**src/rtl/te_act_pkg.sv**
```systemverilog
package te_act_pkg;

  typedef enum logic [3:0] {
    ST_F1 = 4'd1,
    ST_F2 = 4'd2,
    ST_F3 = 4'd3,
    ST_F4 = 4'd4,
    ST_F5 = 4'd5,
    ST_F6 = 4'd6,
    ST_F7 = 4'd7,
    ST_F8 = 4'd8
  } act_state_e;

  typedef enum logic [1:0] {
    TX_INFO0 = 2'd0,
    TX_INFO1 = 2'd1,
    TX_INFO3 = 2'd3
  } tx_code_e;

  typedef struct packed {
    logic info0;
    logic info2;
    logic info4;
    logic lof;
  } line_ind_t;

  // INFO signal sent for each state
  function automatic tx_code_e tx_for_state(act_state_e s);
    case (s)
      ST_F4:        return TX_INFO1;
      ST_F6, ST_F7: return TX_INFO3;
      default:      return TX_INFO0;
    endcase
  endfunction

  // states in which the supervision timer counts
  function automatic logic t3_window(act_state_e s);
    return (s == ST_F4) || (s == ST_F5) || (s == ST_F6) || (s == ST_F8);
  endfunction

  // states from which entry to F3 is a deactivation
  function automatic logic past_f3(act_state_e s);
    return (s == ST_F4) || (s == ST_F5) || (s == ST_F6) ||
           (s == ST_F7) || (s == ST_F8);
  endfunction

  // width of a counter that reaches n-1
  function automatic int unsigned cnt_width(int unsigned n);
    return (n > 1) ? $clog2(n) : 1;
  endfunction

endpackage

```
**src/rtl/te_t3_timer.sv**
```systemverilog
module te_t3_timer #(
  parameter int unsigned CYCLES = 1000
) (
  input  logic clk,
  input  logic rst_n,
  input  logic run_en,
  output logic expire
);
  localparam int unsigned CW = te_act_pkg::cnt_width(CYCLES);
  localparam logic [CW-1:0] LAST = CW'(CYCLES - 1);

  logic [CW-1:0] cnt_q;
  logic          done_q;
  logic          counting;

  assign counting = run_en && !done_q;
  assign expire   = counting && (cnt_q == LAST);

  always_ff @(posedge clk) begin
    if (!rst_n || !run_en) begin
      cnt_q  <= '0;
      done_q <= 1'b0;
    end else if (counting) begin
      if (cnt_q == LAST) done_q <= 1'b1;
      else               cnt_q  <= cnt_q + 1'b1;
    end
  end
endmodule

```
**src/rtl/te_opt_gate.sv**
```systemverilog
module te_opt_gate (
  input  logic clk,
  input  logic rst_n,
  input  logic te_mode,
  input  logic f8_en,
  input  logic f6_dis,
  output logic f8_allow,
  output logic f6_block
);
  logic f8_q, f6_q;

  always_ff @(posedge clk) begin
    if (!rst_n) begin
      f8_q <= 1'b0;
      f6_q <= 1'b0;
    end else begin
      f8_q <= f8_en;
      f6_q <= f6_dis;
    end
  end

  assign f8_allow = te_mode && f8_q;
  assign f6_block = te_mode && f6_q;
endmodule

```
**src/rtl/te_act_fsm.sv**
```systemverilog
module te_act_fsm
  import te_act_pkg::*;
(
  input  logic       clk,
  input  logic       rst_n,
  input  logic       pwr_ok,
  input  logic       act_req,
  input  line_ind_t  line,
  input  logic       t3_fire,
  input  logic       f6_block,
  input  logic       f8_allow,
  output act_state_e state,
  output logic       deact
);
  act_state_e nxt;
  logic       sig_seen;

  assign sig_seen = line.info2 || line.info4;

  always_comb begin
    nxt = state;
    if (!pwr_ok) begin
      nxt = ST_F1;
    end else begin
      case (state)
        ST_F1: nxt = ST_F2;
        ST_F2: nxt = ST_F3;
        ST_F3: begin
          if (sig_seen)     nxt = ST_F5;
          else if (act_req) nxt = ST_F4;
        end
        ST_F4: begin
          if (sig_seen)     nxt = ST_F5;
          else if (t3_fire) nxt = ST_F3;
        end
        ST_F5: begin
          if (line.info4)      nxt = ST_F7;
          else if (line.info2) nxt = ST_F6;
          else if (t3_fire)    nxt = ST_F3;
        end
        ST_F6: begin
          if (line.info0)                nxt = ST_F3;
          else if (line.info4)           nxt = ST_F7;
          else if (t3_fire && !f6_block) nxt = ST_F3;
        end
        ST_F7: begin
          if (line.info0)      nxt = ST_F3;
          else if (line.lof)   nxt = ST_F8;
          else if (line.info2) nxt = ST_F6;
        end
        ST_F8: begin
          if (line.info4)               nxt = ST_F7;
          else if (line.info2)          nxt = ST_F6;
          else if (t3_fire && f8_allow) nxt = ST_F3;
        end
        default: nxt = ST_F1;
      endcase
    end
  end

  always_ff @(posedge clk) begin
    if (!rst_n) begin
      state <= pwr_ok ? ST_F3 : ST_F1;
      deact <= 1'b0;
    end else begin
      state <= nxt;
      deact <= (nxt == ST_F3) && past_f3(state);
    end
  end
endmodule

```
**src/rtl/te_act_ctrl.sv**
```systemverilog
module te_act_ctrl
  import te_act_pkg::*;
#(
  parameter int unsigned T3_CYCLES = 1000
) (
  input  logic       clk_i,
  input  logic       rst_ni,
  input  logic       te_mode_i,
  input  logic       opt_t3_f8_en_i,
  input  logic       opt_t3_f6_dis_i,
  input  logic       pwr_ok_i,
  input  logic       act_req_i,
  input  logic       rx_info0_i,
  input  logic       rx_info2_i,
  input  logic       rx_info4_i,
  input  logic       rx_lof_i,
  input  logic       sw_t3_exp_i,
  output logic [3:0] state_o,
  output logic [1:0] tx_info_o,
  output logic       activated_o,
  output logic       deactivated_o,
  output logic       t3_exp_o
);
  act_state_e state;
  line_ind_t  line;
  logic       t3_run, t3_hw, t3_fire;
  logic       f8_allow, f6_block;

  assign line = '{info0: rx_info0_i, info2: rx_info2_i,
                  info4: rx_info4_i, lof: rx_lof_i};

  // named events for the checker
  assign t3_run  = t3_window(state);
  assign t3_fire = t3_hw || sw_t3_exp_i;

  te_opt_gate u_opt (
    .clk      (clk_i),
    .rst_n    (rst_ni),
    .te_mode  (te_mode_i),
    .f8_en    (opt_t3_f8_en_i),
    .f6_dis   (opt_t3_f6_dis_i),
    .f8_allow (f8_allow),
    .f6_block (f6_block)
  );

  te_t3_timer #(.CYCLES(T3_CYCLES)) u_t3 (
    .clk    (clk_i),
    .rst_n  (rst_ni),
    .run_en (t3_run),
    .expire (t3_hw)
  );

  te_act_fsm u_fsm (
    .clk      (clk_i),
    .rst_n    (rst_ni),
    .pwr_ok   (pwr_ok_i),
    .act_req  (act_req_i),
    .line     (line),
    .t3_fire  (t3_fire),
    .f6_block (f6_block),
    .f8_allow (f8_allow),
    .state    (state),
    .deact    (deactivated_o)
  );

  assign state_o     = state;
  assign tx_info_o   = tx_for_state(state);
  assign activated_o = (state == ST_F7);
  assign t3_exp_o    = t3_hw;
endmodule

```
**config.mk**
```make
export PLATFORM = sky130hd
export DESIGN_NAME = te_act_ctrl
export DESIGN_NICKNAME = d
export VERILOG_FILES = /design/src/rtl/te_act_pkg.sv /design/src/rtl/te_t3_timer.sv /design/src/rtl/te_opt_gate.sv /design/src/rtl/te_act_fsm.sv /design/src/rtl/te_act_ctrl.sv
export SDC_FILE = /design/constraint.sdc
export NUM_CORES = 1
export LEC_CHECK = 0
export BUFFER_PORTS_ARGS = -buffer_cell sky130_fd_sc_hd__buf_4
export CAP_MARGIN = 10
export CORE_MARGIN = 3
export CORE_UTILIZATION = 54
export DETAILED_ROUTE_END_ITERATION = 8
export PLACE_DENSITY = 0.78
export SYNTH_ARGS = -nofsm -noshare
export SYNTH_HDL_FRONTEND = slang
export SYNTH_SLANG_ARGS = --single-unit
```
**constraint.sdc**
```tcl
create_clock -name clk_i -period 2.8 [get_ports clk_i]
set_input_delay 0.14 -clock clk_i [delete_from_list [all_inputs] [get_ports clk_i]]
set_output_delay 0.14 -clock clk_i [all_outputs]
set_load 0.005 [all_outputs]
```
==> flow_summary.yaml <==
clocking:
  clockBufferDepth: 2
  worstSkewPairLatency_ps: 280
  cts_tree: "done"
  clk_pin_slew_ps: 80
  ctsHoldBuffers: 0
  cts_made_buffers: 3
  post-cts-setup-buffers: 0
  root_buffer: "clkbuf_4"
  cts_resized: 0
  cts_sinks: 18
  htreeDepth: 1
synthesis:
  synth_top_cell_area_share_pct: 32.0
  yosys-top-cells-count: "27 x nor2_1, 18 x dfxtp_1, 8 x a21oi_1, 8 x nand2_1, 7 x xor2_1"
  synth-seq-cells: 18
  ys_seq_area_share_pct: 32.0
  yosysWarnings: 0
  synth_area_per_cell_sq_um: 7.93
  synthesis.nets: 155
  synth.most_common_cell: "nor2_1"
  synth_edf_count: 0
  netlist_instances: 142
  synth_cell_type_count: 43
  synth_top_cell_by_area: "dfxtp_1"
  ys.flop_type: "dfxtp_1"
  synthTopCellsByArea: "dfxtp_1 32%, nor2_1 9.0%, xor2_1 5.4%"
  synthArstFlopShare_pct: 0
  syn_area_sq_um: 1130
global_routing:
  grt_first_pass_wirelength_microns: 4460
  grt_usage_pct: 22.2
  antenna_found_initial: 0
  first_global_vias: 1009
  grt_overflow: 0
  grt_max_degree: 15
timing:
  drv_slew: 0
  tns_ps: 0
  hold_viol_final: 0
  finalClockSkew_ps: 1.03
  fmax_mhz: 437
  hold_ws_ps: 55.6
  period_minus_slack_ps: 2290
  rsz0062_at_grt: "no"
  tightest_slew_ps: 537
  fin_crit_sh_pct: 81.7
  setup_viol: 0
  slew_headroom_pct: 64.0
pwr:
  p_leak_uw: 0.000462
  p_per_area_nw_per_um2: 387
  vdd_drop_max_mv: 0.276
  finalPower_uw: 508
placement:
  gp_congestion: 0.926
  place.detailed.hpwl_microns: 2030
  portBuffers: 20
layout:
  n_antenna_cell: 0
  fillers: 173
  area_growth_pct: 16.4
  utilization_pct: 71.3
  final_nets: 176
  drive_above_1_share_pct: 19.3
setup_path:
  arrival_ps: 2490
  end_kind: "flip-flop"
  cp_max_fo: 6
  timing.rr.start: "u_t3.cnt_q[0]"
  path_class: "flip-flop to flip-flop"
  reg2reg_depth: 7
  rr_endpoint: "u_fsm.deact"
  ff2ff_setup_slack_ps: 510
  cp.required_ps: 3000
  start_kind: "flip-flop"
routing:
  route.detailed.drc: 0
  drtIter0Drc: 84
  dr.pass1.iters: 5
  viasPerCell: 5.97
  num_vias: 1111
  wl_per_cell_microns: 13.6
  ant_nets: 0
  totalWireLength_microns: 2540
worst_hold_path:
  hold_depth: 2
  worstHoldStart: "opt_t3_f8_en_i"
  worstHoldEndpoint: "u_opt.f8_q"
  hp-class: "input pin to flip-flop"
die:
  num_rows: 15
  die_x_microns: 51.7
  coreArea_sq_um: 1840
  start_util_pct: 61.2
  die_area_sq_um: 2670
  die_y_microns: 51.7
  io_pins: 21
job:
  maxCapViolCount: 0
outcome:
  status: "complete, no violations"
==> worst max-delay path by stage <==
stage / startpoint / end / depth (start not counted)
final: u_t3.cnt_q[0] / u_fsm.deact / 7
after global routing: u_t3.cnt_q[1] / u_fsm.deact / 7
after CTS: u_t3.cnt_q[0] / u_fsm.deact / 7
after detailed placement: u_t3.cnt_q[0] / u_fsm.deact / 7
after global placement: u_t3.cnt_q[0] / u_fsm.deact / 7
after floorplan: u_t3.cnt_q[0] / u_fsm.deact / 7
==> routing by layer <==
layer	vias up	part of all wire [%]	global-route usage [%]
met5	-	0	0
met4	0	1.4	6.11
met3	7	11	6.02
met2	60	42	32.8
met1	495	46	31.4
li1	549	-	-
==> report_power, final <==
part	switching, uW	internal (uW)
logic	58.9	50.3
registers	17.2	263
clock network	68.6	50.0
total	145	363
==> registers in the layout, summed over array words and instances (netlist names) <==
name         count
u_opt.f6_q       1
u_t3.cnt_q      10
u_fsm.state      4
u_fsm.deact      1
u_t3.done_q      1
u_opt.f8_q       1
==> kinds of logic after synthesis <==
kind of cell | share of synthesized area [%]
AO/OA/AOI/OAI | 17.2
multiplexers | 0.889
AND/OR/NAND/NOR | 36.8
flip-flops | 32.0
buffers and inverters | 5.00
XOR/XNOR | 7.00
adder cells (fa/ha/maj) | 1.11
==> placed cells by master, fill, tap and decap left out, types with 2 or more instances in the layout <==
master     n
a31oi_1    2
nor3_1     4
nor2b_1    2
o311ai_0   3
clkbuf_4   3
o211ai_1   2
dfxtp_1   18
buf_4     22
xnor2_1    2
nand4_1    5
nor2_1    27
and2_1     3
nand2b_1   4
xor2_1     7
nand3_1    4
inv_1      6
and3_1     2
nand2_1    8
o21ai_0    5
a21oi_1    8
nor4_1     3
==> final cells by class <==
type | instances | area [sq um] | share of cell area (%)
Sequential cell | 18 | 360 | 27.5
Inverter | 6 | 22.5 | 1.72
Clock buffer | 3 | 22.5 | 1.72
Timing Repair Buffer | 22 | 165 | 12.6
Tap cell | 25 | 31.3 | 2.39
Multi-Input combinational cell | 112 | 709 | 54.1
==> stage by stage <==
stage	area, sq um	setup WS [ps]	std cells
floorplan	1130	749	142
global placement	1290	619	183
detailed placement	1290	534	183
CTS	1310	505	186
global route	1310	296	186
finish	1310	513	186
==> critical path: stages (launching register included) <==
cell      delay, ps
dfxtp_1         440
ha_1            270
nor4bb_1        280
and3_1          240
nor3b_4         280
nor3_1          100
o32a_1          330
nor4_2          270
No activity file was read; power rests on OpenSTA's default activity.
